### src/rtl/txseq_pkg.sv
package txseq_pkg;

    // Status bit positions
    localparam int NSTAT      = 4;
    localparam int ST_OK      = 0;
    localparam int ST_FAIL    = 1;
    localparam int ST_REFUSED = 2;
    localparam int ST_NOREPLY = 3;

    typedef enum logic [2:0] {
        S_IDLE,
        S_ENQ_TX,
        S_ENQ_WAIT,
        S_PKT_TX,
        S_ACK_WAIT,
        S_PASS_TX
    } seq_state_e;

    typedef struct packed {
        logic enq;
        logic pkt;
        logic pass;
    } frame_req_t;

    typedef struct packed {
        logic ack;
        logic nak;
        logic tmo;
    } resp_t;

    typedef enum logic [1:0] {
        RSP_NONE,
        RSP_ACK,
        RSP_NAK,
        RSP_TMO
    } resp_kind_e;

    // ACK outranks NAK, NAK outranks timeout
    function automatic resp_kind_e classify(resp_t r);
        if (r.ack)      return RSP_ACK;
        else if (r.nak) return RSP_NAK;
        else if (r.tmo) return RSP_TMO;
        else            return RSP_NONE;
    endfunction

    function automatic logic any_enabled(logic [NSTAT-1:0] s, logic [NSTAT-1:0] m);
        return |(s & m);
    endfunction

endpackage

### src/rtl/txseq_ctrl.sv
module txseq_ctrl
    import txseq_pkg::*;
(
    input  logic             clk,
    input  logic             rst,
    input  logic             token_rx,
    input  logic             tx_pending,
    input  logic             frm_done,
    input  resp_t            rsp,
    output frame_req_t       req,
    output logic [NSTAT-1:0] evt,
    output logic             delivered,
    output logic             busy
);

    seq_state_e state, state_nx;
    frame_req_t req_nx;
    resp_kind_e kind;

    assign kind = classify(rsp);
    assign busy = (state != S_IDLE);

    always_comb begin
        state_nx  = state;
        req_nx    = '0;
        evt       = '0;
        delivered = 1'b0;
        unique case (state)
            S_IDLE: begin
                if (token_rx) begin
                    if (tx_pending) begin
                        state_nx   = S_ENQ_TX;
                        req_nx.enq = 1'b1;
                    end else begin
                        state_nx    = S_PASS_TX;
                        req_nx.pass = 1'b1;
                    end
                end
            end
            S_ENQ_TX: if (frm_done) state_nx = S_ENQ_WAIT;
            S_ENQ_WAIT: begin
                unique case (kind)
                    RSP_ACK: begin
                        state_nx   = S_PKT_TX;
                        req_nx.pkt = 1'b1;
                    end
                    RSP_NAK: begin
                        state_nx        = S_PASS_TX;
                        req_nx.pass     = 1'b1;
                        evt[ST_REFUSED] = 1'b1;
                    end
                    RSP_TMO: begin
                        state_nx        = S_PASS_TX;
                        req_nx.pass     = 1'b1;
                        evt[ST_NOREPLY] = 1'b1;
                    end
                    default: ;
                endcase
            end
            S_PKT_TX: if (frm_done) state_nx = S_ACK_WAIT;
            S_ACK_WAIT: begin
                // a NAK here is not a conclusion: keep waiting
                if (kind == RSP_ACK) begin
                    state_nx    = S_PASS_TX;
                    req_nx.pass = 1'b1;
                    evt[ST_OK]  = 1'b1;
                    delivered   = 1'b1;
                end else if (rsp.tmo) begin
                    state_nx     = S_PASS_TX;
                    req_nx.pass  = 1'b1;
                    evt[ST_FAIL] = 1'b1;
                    delivered    = 1'b1;
                end
            end
            S_PASS_TX: if (frm_done) state_nx = S_IDLE;
            default: state_nx = S_IDLE;
        endcase
    end

    always_ff @(posedge clk) begin
        if (rst) begin
            state <= S_IDLE;
            req   <= '0;
        end else begin
            state <= state_nx;
            req   <= req_nx;
        end
    end


    req_onehot_chk: assert property (@(posedge clk) disable iff (rst)
        $onehot0({req.enq, req.pkt, req.pass}));


    pass_pulse_chk: assert property (@(posedge clk) disable iff (rst)
        req.pass |=> !req.pass);


    token_enq_chk: assert property (@(posedge clk) disable iff (rst)
        (state == S_IDLE && token_rx && tx_pending) |=> req.enq);


    pkt_after_ack_chk: assert property (@(posedge clk) disable iff (rst)
        $rose(req.pkt) |-> $past(rsp.ack));


    nak_ignored_chk: assert property (@(posedge clk) disable iff (rst)
        (state == S_ACK_WAIT && rsp.nak && !rsp.ack && !rsp.tmo) |=> (state == S_ACK_WAIT && !req.pass));

endmodule

### src/rtl/txseq_host_if.sv
module txseq_host_if
    import txseq_pkg::*;
#(
    parameter int ID_W = 8
)(
    input  logic             clk,
    input  logic             rst,
    input  logic             cmd_wr,
    input  logic [ID_W-1:0]  cmd_dest,
    input  logic             busy,
    input  logic             delivered,
    input  logic             mask_wr,
    input  logic [NSTAT-1:0] mask_data,
    output logic             pending,
    output logic [ID_W-1:0]  dest,
    output logic [NSTAT-1:0] mask
);

    logic accept;
    assign accept = cmd_wr && !busy;

    always_ff @(posedge clk) begin
        if (rst) begin
            pending <= 1'b0;
            dest    <= '0;
            mask    <= '0;
        end else begin
            if (delivered)   pending <= 1'b0;
            else if (accept) pending <= 1'b1;
            if (accept)      dest    <= cmd_dest;
            if (mask_wr)     mask    <= mask_data;
        end
    end


    busy_cmd_ignored_chk: assert property (@(posedge clk) disable iff (rst)
        (busy && cmd_wr) |=> $stable(dest));


    pending_cleared_chk: assert property (@(posedge clk) disable iff (rst)
        delivered |=> !pending);

endmodule

### src/rtl/txseq_status.sv
module txseq_status
    import txseq_pkg::*;
(
    input  logic             clk,
    input  logic             rst,
    input  logic [NSTAT-1:0] set,
    input  logic             clr_wr,
    input  logic [NSTAT-1:0] clr_data,
    input  logic [NSTAT-1:0] mask,
    output logic [NSTAT-1:0] stat,
    output logic             irq
);

    for (genvar i = 0; i < NSTAT; i++) begin : g_bit
        always_ff @(posedge clk) begin
            if (rst)                       stat[i] <= 1'b0;
            else if (set[i])               stat[i] <= 1'b1;
            else if (clr_wr && clr_data[i]) stat[i] <= 1'b0;
        end


        sticky_chk: assert property (@(posedge clk) disable iff (rst)
            (stat[i] && !(clr_wr && clr_data[i])) |=> stat[i]);
    end

    assign irq = any_enabled(stat, mask);

endmodule

### src/rtl/token_tx_sequencer.sv
module token_tx_sequencer
    import txseq_pkg::*;
#(
    parameter int ID_W = 8
)(
    input  logic             clk,
    input  logic             rst,
    input  logic             token_rx,
    input  logic             host_tx_cmd,
    input  logic [ID_W-1:0]  host_dest_id,
    input  logic             host_mask_wr,
    input  logic [NSTAT-1:0] host_mask_data,
    input  logic             host_clr_wr,
    input  logic [NSTAT-1:0] host_clr_data,
    input  logic             frm_done,
    input  logic             rsp_ack,
    input  logic             rsp_nak,
    input  logic             rsp_tmo,
    output logic             req_enq,
    output logic             req_pkt,
    output logic             req_pass,
    output logic [ID_W-1:0]  req_dest,
    output logic             tx_pending,
    output logic [NSTAT-1:0] status,
    output logic             irq
);

    resp_t            rsp;
    frame_req_t       req;
    logic [NSTAT-1:0] evt;
    logic [NSTAT-1:0] mask;
    logic             delivered;
    logic             busy;

    assign rsp = '{ack: rsp_ack, nak: rsp_nak, tmo: rsp_tmo};

    txseq_ctrl u_ctrl (
        .clk        (clk),
        .rst        (rst),
        .token_rx   (token_rx),
        .tx_pending (tx_pending),
        .frm_done   (frm_done),
        .rsp        (rsp),
        .req        (req),
        .evt        (evt),
        .delivered  (delivered),
        .busy       (busy)
    );

    txseq_host_if #(.ID_W(ID_W)) u_host (
        .clk        (clk),
        .rst        (rst),
        .cmd_wr     (host_tx_cmd),
        .cmd_dest   (host_dest_id),
        .busy       (busy),
        .delivered  (delivered),
        .mask_wr    (host_mask_wr),
        .mask_data  (host_mask_data),
        .pending    (tx_pending),
        .dest       (req_dest),
        .mask       (mask)
    );

    txseq_status u_stat (
        .clk        (clk),
        .rst        (rst),
        .set        (evt),
        .clr_wr     (host_clr_wr),
        .clr_data   (host_clr_data),
        .mask       (mask),
        .stat       (status),
        .irq        (irq)
    );

    assign req_enq  = req.enq;
    assign req_pkt  = req.pkt;
    assign req_pass = req.pass;


    irq_masked_chk: assert property (@(posedge clk) disable iff (rst)
        (mask == '0) |-> !irq);

endmodule

### config.mk
export PLATFORM = sky130hd
export DESIGN_NAME = token_tx_sequencer
export DESIGN_NICKNAME = d
export VERILOG_FILES = /design/src/rtl/txseq_pkg.sv /design/src/rtl/txseq_ctrl.sv /design/src/rtl/txseq_host_if.sv /design/src/rtl/txseq_status.sv /design/src/rtl/token_tx_sequencer.sv
export SDC_FILE = /design/constraint.sdc
export NUM_CORES = 1
export LEC_CHECK = 0
export ABC_AREA = 1
export BUFFER_PORTS_ARGS = -buffer_cell sky130_fd_sc_hd__buf_2
export CORE_MARGIN = 3
export CORE_UTILIZATION = 43
export CTS_CLUSTER_DIAMETER = 30
export DETAILED_ROUTE_END_ITERATION = 12
export HOLD_SLACK_MARGIN = 0.08
export PLACE_DENSITY = 0.77
export SLEW_MARGIN = 20
export SYNTH_ARGS = -nofsm -noshare
export SYNTH_HDL_FRONTEND = slang
export SYNTH_SLANG_ARGS = --single-unit
### constraint.sdc
create_clock -name clk -period 2.4 [get_ports clk]
set_clock_uncertainty 0.05 [all_clocks]
set_input_delay 0.12 -clock clk [delete_from_list [all_inputs] [get_ports clk]]
set_output_delay 0.12 -clock clk [all_outputs]
set_load 0.01 [all_outputs]
Word level (Yosys, flattened, before mapping)
Index checks and enable logic that the tools add are counted.

Register bits after elaboration: 23. Input port bits: 26. Output and inout port bits: 17. Logic and storage cells: 81.

Equality and inequality tests: 14. Mux-type cells: 34. Bitwise operators: 4. Reduce and logical (&&, ||, !) cells: 18.

Operators by type and width (number): 3-bit two-way mux (7); 1-bit two-way mux (19); 3-bit case mux with 6 select lines (1); 2-bit two-way mux (5); 2-bit != test (second input constant) (4); 2-bit nonzero test (4); 3-bit by 2-bit equality test with 1-bit output (second input constant) (2); 3-bit equality test (second input constant) (2); 3-bit by 2-bit != test with 1-bit output (second input constant) (2); 3-bit case mux with 2 select lines (1); 6-bit AND reduction (1); 2-bit OR reduction (3); 1-bit logical AND (5); 4-bit AND (1); 2-bit equality test (second input constant) (2); 4-bit OR reduction (1); 3-bit by 1-bit equality test with 1-bit output (second input constant) (1); 3-bit zero test (1); 1-bit inverter (3); 1-bit case mux with 3 select lines (1); 3-bit nonzero test (1); 3-bit OR reduction (1); 2-bit by 1-bit equality test with 1-bit output (second input constant) (1); 1-bit zero test (1).

Logic depth before layout (Yosys ltp)
Depth in word-level cells: 7. Mapped depth: 8. Depth with buffers taken out: 8.

Modules after synthesis
A second synthesis with hierarchy kept.

Cells, all modules: 163. Area total of the unflattened synthesis: 1077.3 µm².

By module, submodules not included: txseq_host_if (times used 1, cells each 75, area an instance 526.8 µm², sequential area each 260.2 µm²); txseq_ctrl (times used 1, cells each 63, area an instance 380.4 µm², sequential area each 120.1 µm²); txseq_status (times used 1, cells each 25, area an instance 170.2 µm², sequential area each 80.1 µm²).

Worst setup path after synthesis
No wires, ideal clock.

Kind: flip-flop to flip-flop. Start point: reg u_ctrl.state[1]. End point: reg u_host.dest[7]. Library setup time: 119 ps. Data arrival time: 1002 ps. Required time: 2231 ps. Path slack: 1228 ps. Cell stages (with the launch flop): 6. Path buffers: 1. Clock period less this slack: 1172 ps. Cells stage by stage: dfxtp_1 > nor2_1 > nand3_2 > buf_4 > o21ai_0 > a21oi_1.

Word-level cells in the longest chain between the ends: 3.

RTL lines: start: declaration (RTL line txseq_ctrl.sv:16) `seq_state_e state, state_nx;`; start signal: assignment (RTL line txseq_ctrl.sv:85) `state <= state_nx;`; 3-bit nonzero test (RTL line txseq_ctrl.sv:21) `assign busy = (state != S_IDLE);`; 1-bit zero test (RTL line txseq_host_if.sv:20) `assign accept = cmd_wr && !busy;`; 1-bit logical AND (RTL line txseq_host_if.sv:20); end signal: assignment (RTL line txseq_host_if.sv:30) `if (accept) dest <= cmd_dest;`; end: declaration (RTL line txseq_host_if.sv:15) `output logic [ID_W-1:0] dest,`.

No other way between the ends. A chain may end at the register's enable or synchronous reset.

Worst setup path in the final report
Start point: in host_clr_data[0]. End point: reg u_stat.stat[0].

Word-level cells in the longest chain between the ends: 2.

RTL lines: start: declaration (RTL line token_tx_sequencer.sv:14) `input logic [NSTAT-1:0] host_clr_data,`; 1-bit logical AND (RTL line txseq_status.sv:18) `else if (clr_wr && clr_data[i]) stat[i] <= 1'b0;`; 2-bit nonzero test (no source line); end signal: indexed assignment (RTL line txseq_status.sv:16) `if (rst) stat[i] <= 1'b0;`; end signal: indexed assignment (RTL line txseq_status.sv:17) `else if (set[i]) stat[i] <= 1'b1;`; end signal: indexed assignment (RTL line txseq_status.sv:18); end: declaration (RTL line txseq_status.sv:10) `output logic [NSTAT-1:0] stat,`.

No other way between the ends.

==> flow_summary.yaml <==
run_status:
  status: "completed"
finish:
  multi_input_area_um2: 441.7
  fin_area_um2: 1516
  final_cells: 244
  insertedDiodeCount: 0
  fillCellCount: 170
  register_area_um2: 460.4
  final_nets: 244
  drive_gt1_frac: 0.2258
  area_growth_syn_to_layout_pct: 52.07
die:
  io_pins: 43
  core_um2: 2082
  fp.dieArea_um2: 2933
  die_y_um: 54.16
  die_x_um: 54.16
  start_util: 0.4790
  rows: 16
detailed_routing:
  drtPass1Iterations: 4
  routedWlPerCell_um: 11.23
  ant_nets: 0
  vias: 1168
  wl_um: 2741
  route.detailed.drc: 0
  post_drt_via_cell_ratio: 4.787
  first_iter_violations: 19
timing:
  setup_violations: 0
  fin_ws_ps: 491.1
  hold_violations: 0
  fmax_mhz: 523.9
  slew_viol_final: 0
  min_period_over_period: 0.7954
  tightest_slew_ps: 495.6
  relSlewSlack: 0.6692
  fin_tns_setup_ps: 0
  min_period_ps: 1909
  grt_setup_unrepaired: "no"
critical_path:
  cp_data_required_time_ps: 2620
  worst_r2r_startpoint: "u_ctrl.state[1]"
  critPathSlowestCell: "dlygate4sd3_1"
  path_class: "input pin to register"
  cp-start-kind: "input pin"
  cp-end-kind: "register"
  r2r_end: "u_stat.stat[3]"
  crit_fanout: 1
  crit_path_cell_trace: "dlygate4sd3_1 -> buf_2 -> nand2_1 -> dlygate4sd3_1 -> nand2_1 -> a21oi_1 -> dlygate4sd3_1"
  critPathMaxStageDelay_ps: 560
  endpoint: "u_stat.stat[0]"
  cpMostUsedCell: "dlygate4sd3_1"
  r2r_slack_ps: 670
  crit_start: "host_clr_data[0]"
  r2r_cells: 7
  crit_arrival_ps: 2130
power_and_ir_drop:
  p_clk_frac: 0.144
  seqPwrFrac: 0.431
  p_per_area_nw_per_um2: 826.0
  power_mw: 1.253
  irDropWorstVdd_v: 0.0005034
  power_leakage_nw: 0.7727
  pwr-share-comb: 0.425
  switchingPower_mw: 0.4984
  swShare: 0.3978
  p_int_mw: 0.7543
job:
  cap_violations: 0
placement:
  placed_cell_area_um2: 1229
  gp_congestion: 0.8506
  hpwl_um: 1827
  dp.cells: 214
  numPortBuffers: 42
  post-place-ws_ps: 1026
synth:
  synth_top_cell_by_area: "dfxtp_1"
  yosys_warnings: 0
  async_flop_share: 0
  synth_flop_cell: "dfxtp_1"
  synthTopCellsByArea: "dfxtp_1 (46%), nand2_1 (13%), inv_1 (8.3%)"
  yosysTopAreaCellShare: 0.4617
  synth.cell_area_um2: 997.2
  ys_types: 14
  synth_area_per_cell_um2: 6.784
  synth_seq_cells: 23
  yosysMostFrequentCell: "nand2_1"
  synth_common_cells: "nand2_1 (34), dfxtp_1 (23), inv_1 (22), nor2_1 (22), o21ai_0 (15)"
  synth_edf_count: 0
  syn_nets: 173
  synth_seq_area_share: 0.4617
  netlist_instances: 147
clock_network:
  clk_latency_ps: 320
  cts_resized: 0
  post_cts_buffers: 0
  numClockSinks: 23
  cts-buffers-inserted: 3
  cts_tree: "built"
  cts_root_buf: "clkbuf_4"
  cts_buffer_depth: 2
  htree_num_levels: 1
  cts.clk_slew.worst_paths_ps: 120
hold_path:
  worstHoldPathType: "input pin to register"
  hp-start: "token_rx"
global_routing:
  grt_use_total: 0.2069
  antenna_found_initial: 0
  grt_overflow: 0
  grt_max_degree: 19
  grt_pass1_vias: 1107
  grt_pass1_wl_um: 4498
-- through the flow --
stage / utilization / hold WS, ps
2_1_floorplan: - / 139.1
3_3_place_gp: 0.5901 / 298.4
3_5_place_dp: 0.5901 / 304.3
4_1_cts: 0.7284 / 81.50
5_1_grt: 0.7284 / 104.5
6_report: 0.7284 / 88.60
-- state kept, by name, indices dropped and copies added, names as in the netlist --
register / count
u_host.mask: 4
u_ctrl.req: 3
u_stat.stat: 4
u_host.pending: 1
u_host.dest: 8
u_ctrl.state: 3
-- cell usage in the layout (no fill, tap or decap), drive strengths merged --
master	Yosys	routed
clkinv	0	1
nand4	1	1
nor3	2	2
o211ai	1	1
o21ai	15	15
nor2	24	24
dlygate4sd3	0	26
inv	22	22
dfxtp	23	23
nand2	34	34
nand3	9	9
buf	2	42
a21oi	14	14
clkbuf	0	3
-- critical path: cells and delay by family --
| kind | cells | cell delay (ps) |
|---|---|---|
| AO/OA/AOI/OAI | 1 | 160 |
| AND/OR/NAND/NOR | 2 | 100 |
| buffers and inverters | 4 | 1750 |
-- cells by family (layout without fill, tap and decap cells) --
| group | after synthesis | in the layout | synth area share |
|---|---|---|---|
| buf+inv | 24 | 94 | 0.09536 |
| flops | 23 | 23 | 0.4617 |
| compound gates | 30 | 30 | 0.1531 |
| simple gates | 70 | 70 | 0.2898 |
-- layer usage --
layer | vias to the layer above | track usage | share of wire
li1 | 601 | - | -
met1 | 534 | 0.2224 | 0.40
met2 | 31 | 0.3944 | 0.54
met3 | 2 | 0.05263 | 0.054
met4 | 0 | 0.04979 | 0.0077
met5 | - | 0 | 0
-- area by class of cell --
cell class	count	area share
Sequential cell	23	0.3036
Inverter	22	0.05446
Clock inverter	1	0.003300
Multi-Input combinational cell	100	0.2913
Timing Repair Buffer	68	0.3102
Clock buffer	3	0.01485
Tap cell	27	0.02228
-- worst min-delay path by stage --
stage,depth (start not counted),slack (ps),to
3_3_place_gp,3,300,u_host.mask[1]
5_1_grt,5,100,u_ctrl.req[2]
3_5_place_dp,3,300,u_host.mask[2]
2_1_floorplan,1,140,u_stat.stat[0]
4_1_cts,5,80,u_ctrl.req[2]
6_report,5,90,u_ctrl.req[2]
-- power groups by stage --
| stage | sequential, mW | combinational (mW) | clock, mW |
|---|---|---|---|
| after floorplan | 0.572 | 0.319 | 0 |
| after CTS | 0.538 | 0.527 | 0.186 |
| after global placement | 0.541 | 0.473 | 0 |
| after detailed placement | 0.548 | 0.488 | 0 |
| final | 0.540 | 0.532 | 0.180 |
| after global routing | 0.554 | 0.614 | 0.196 |
-- what timing repair did --
item | CTS | global route
hold buffers | 26 | 0
setup endpoints to repair | 0 | 0
endpoints found under the hold margin | 17 | 0
No activity file was read; power rests on OpenSTA's default activity.
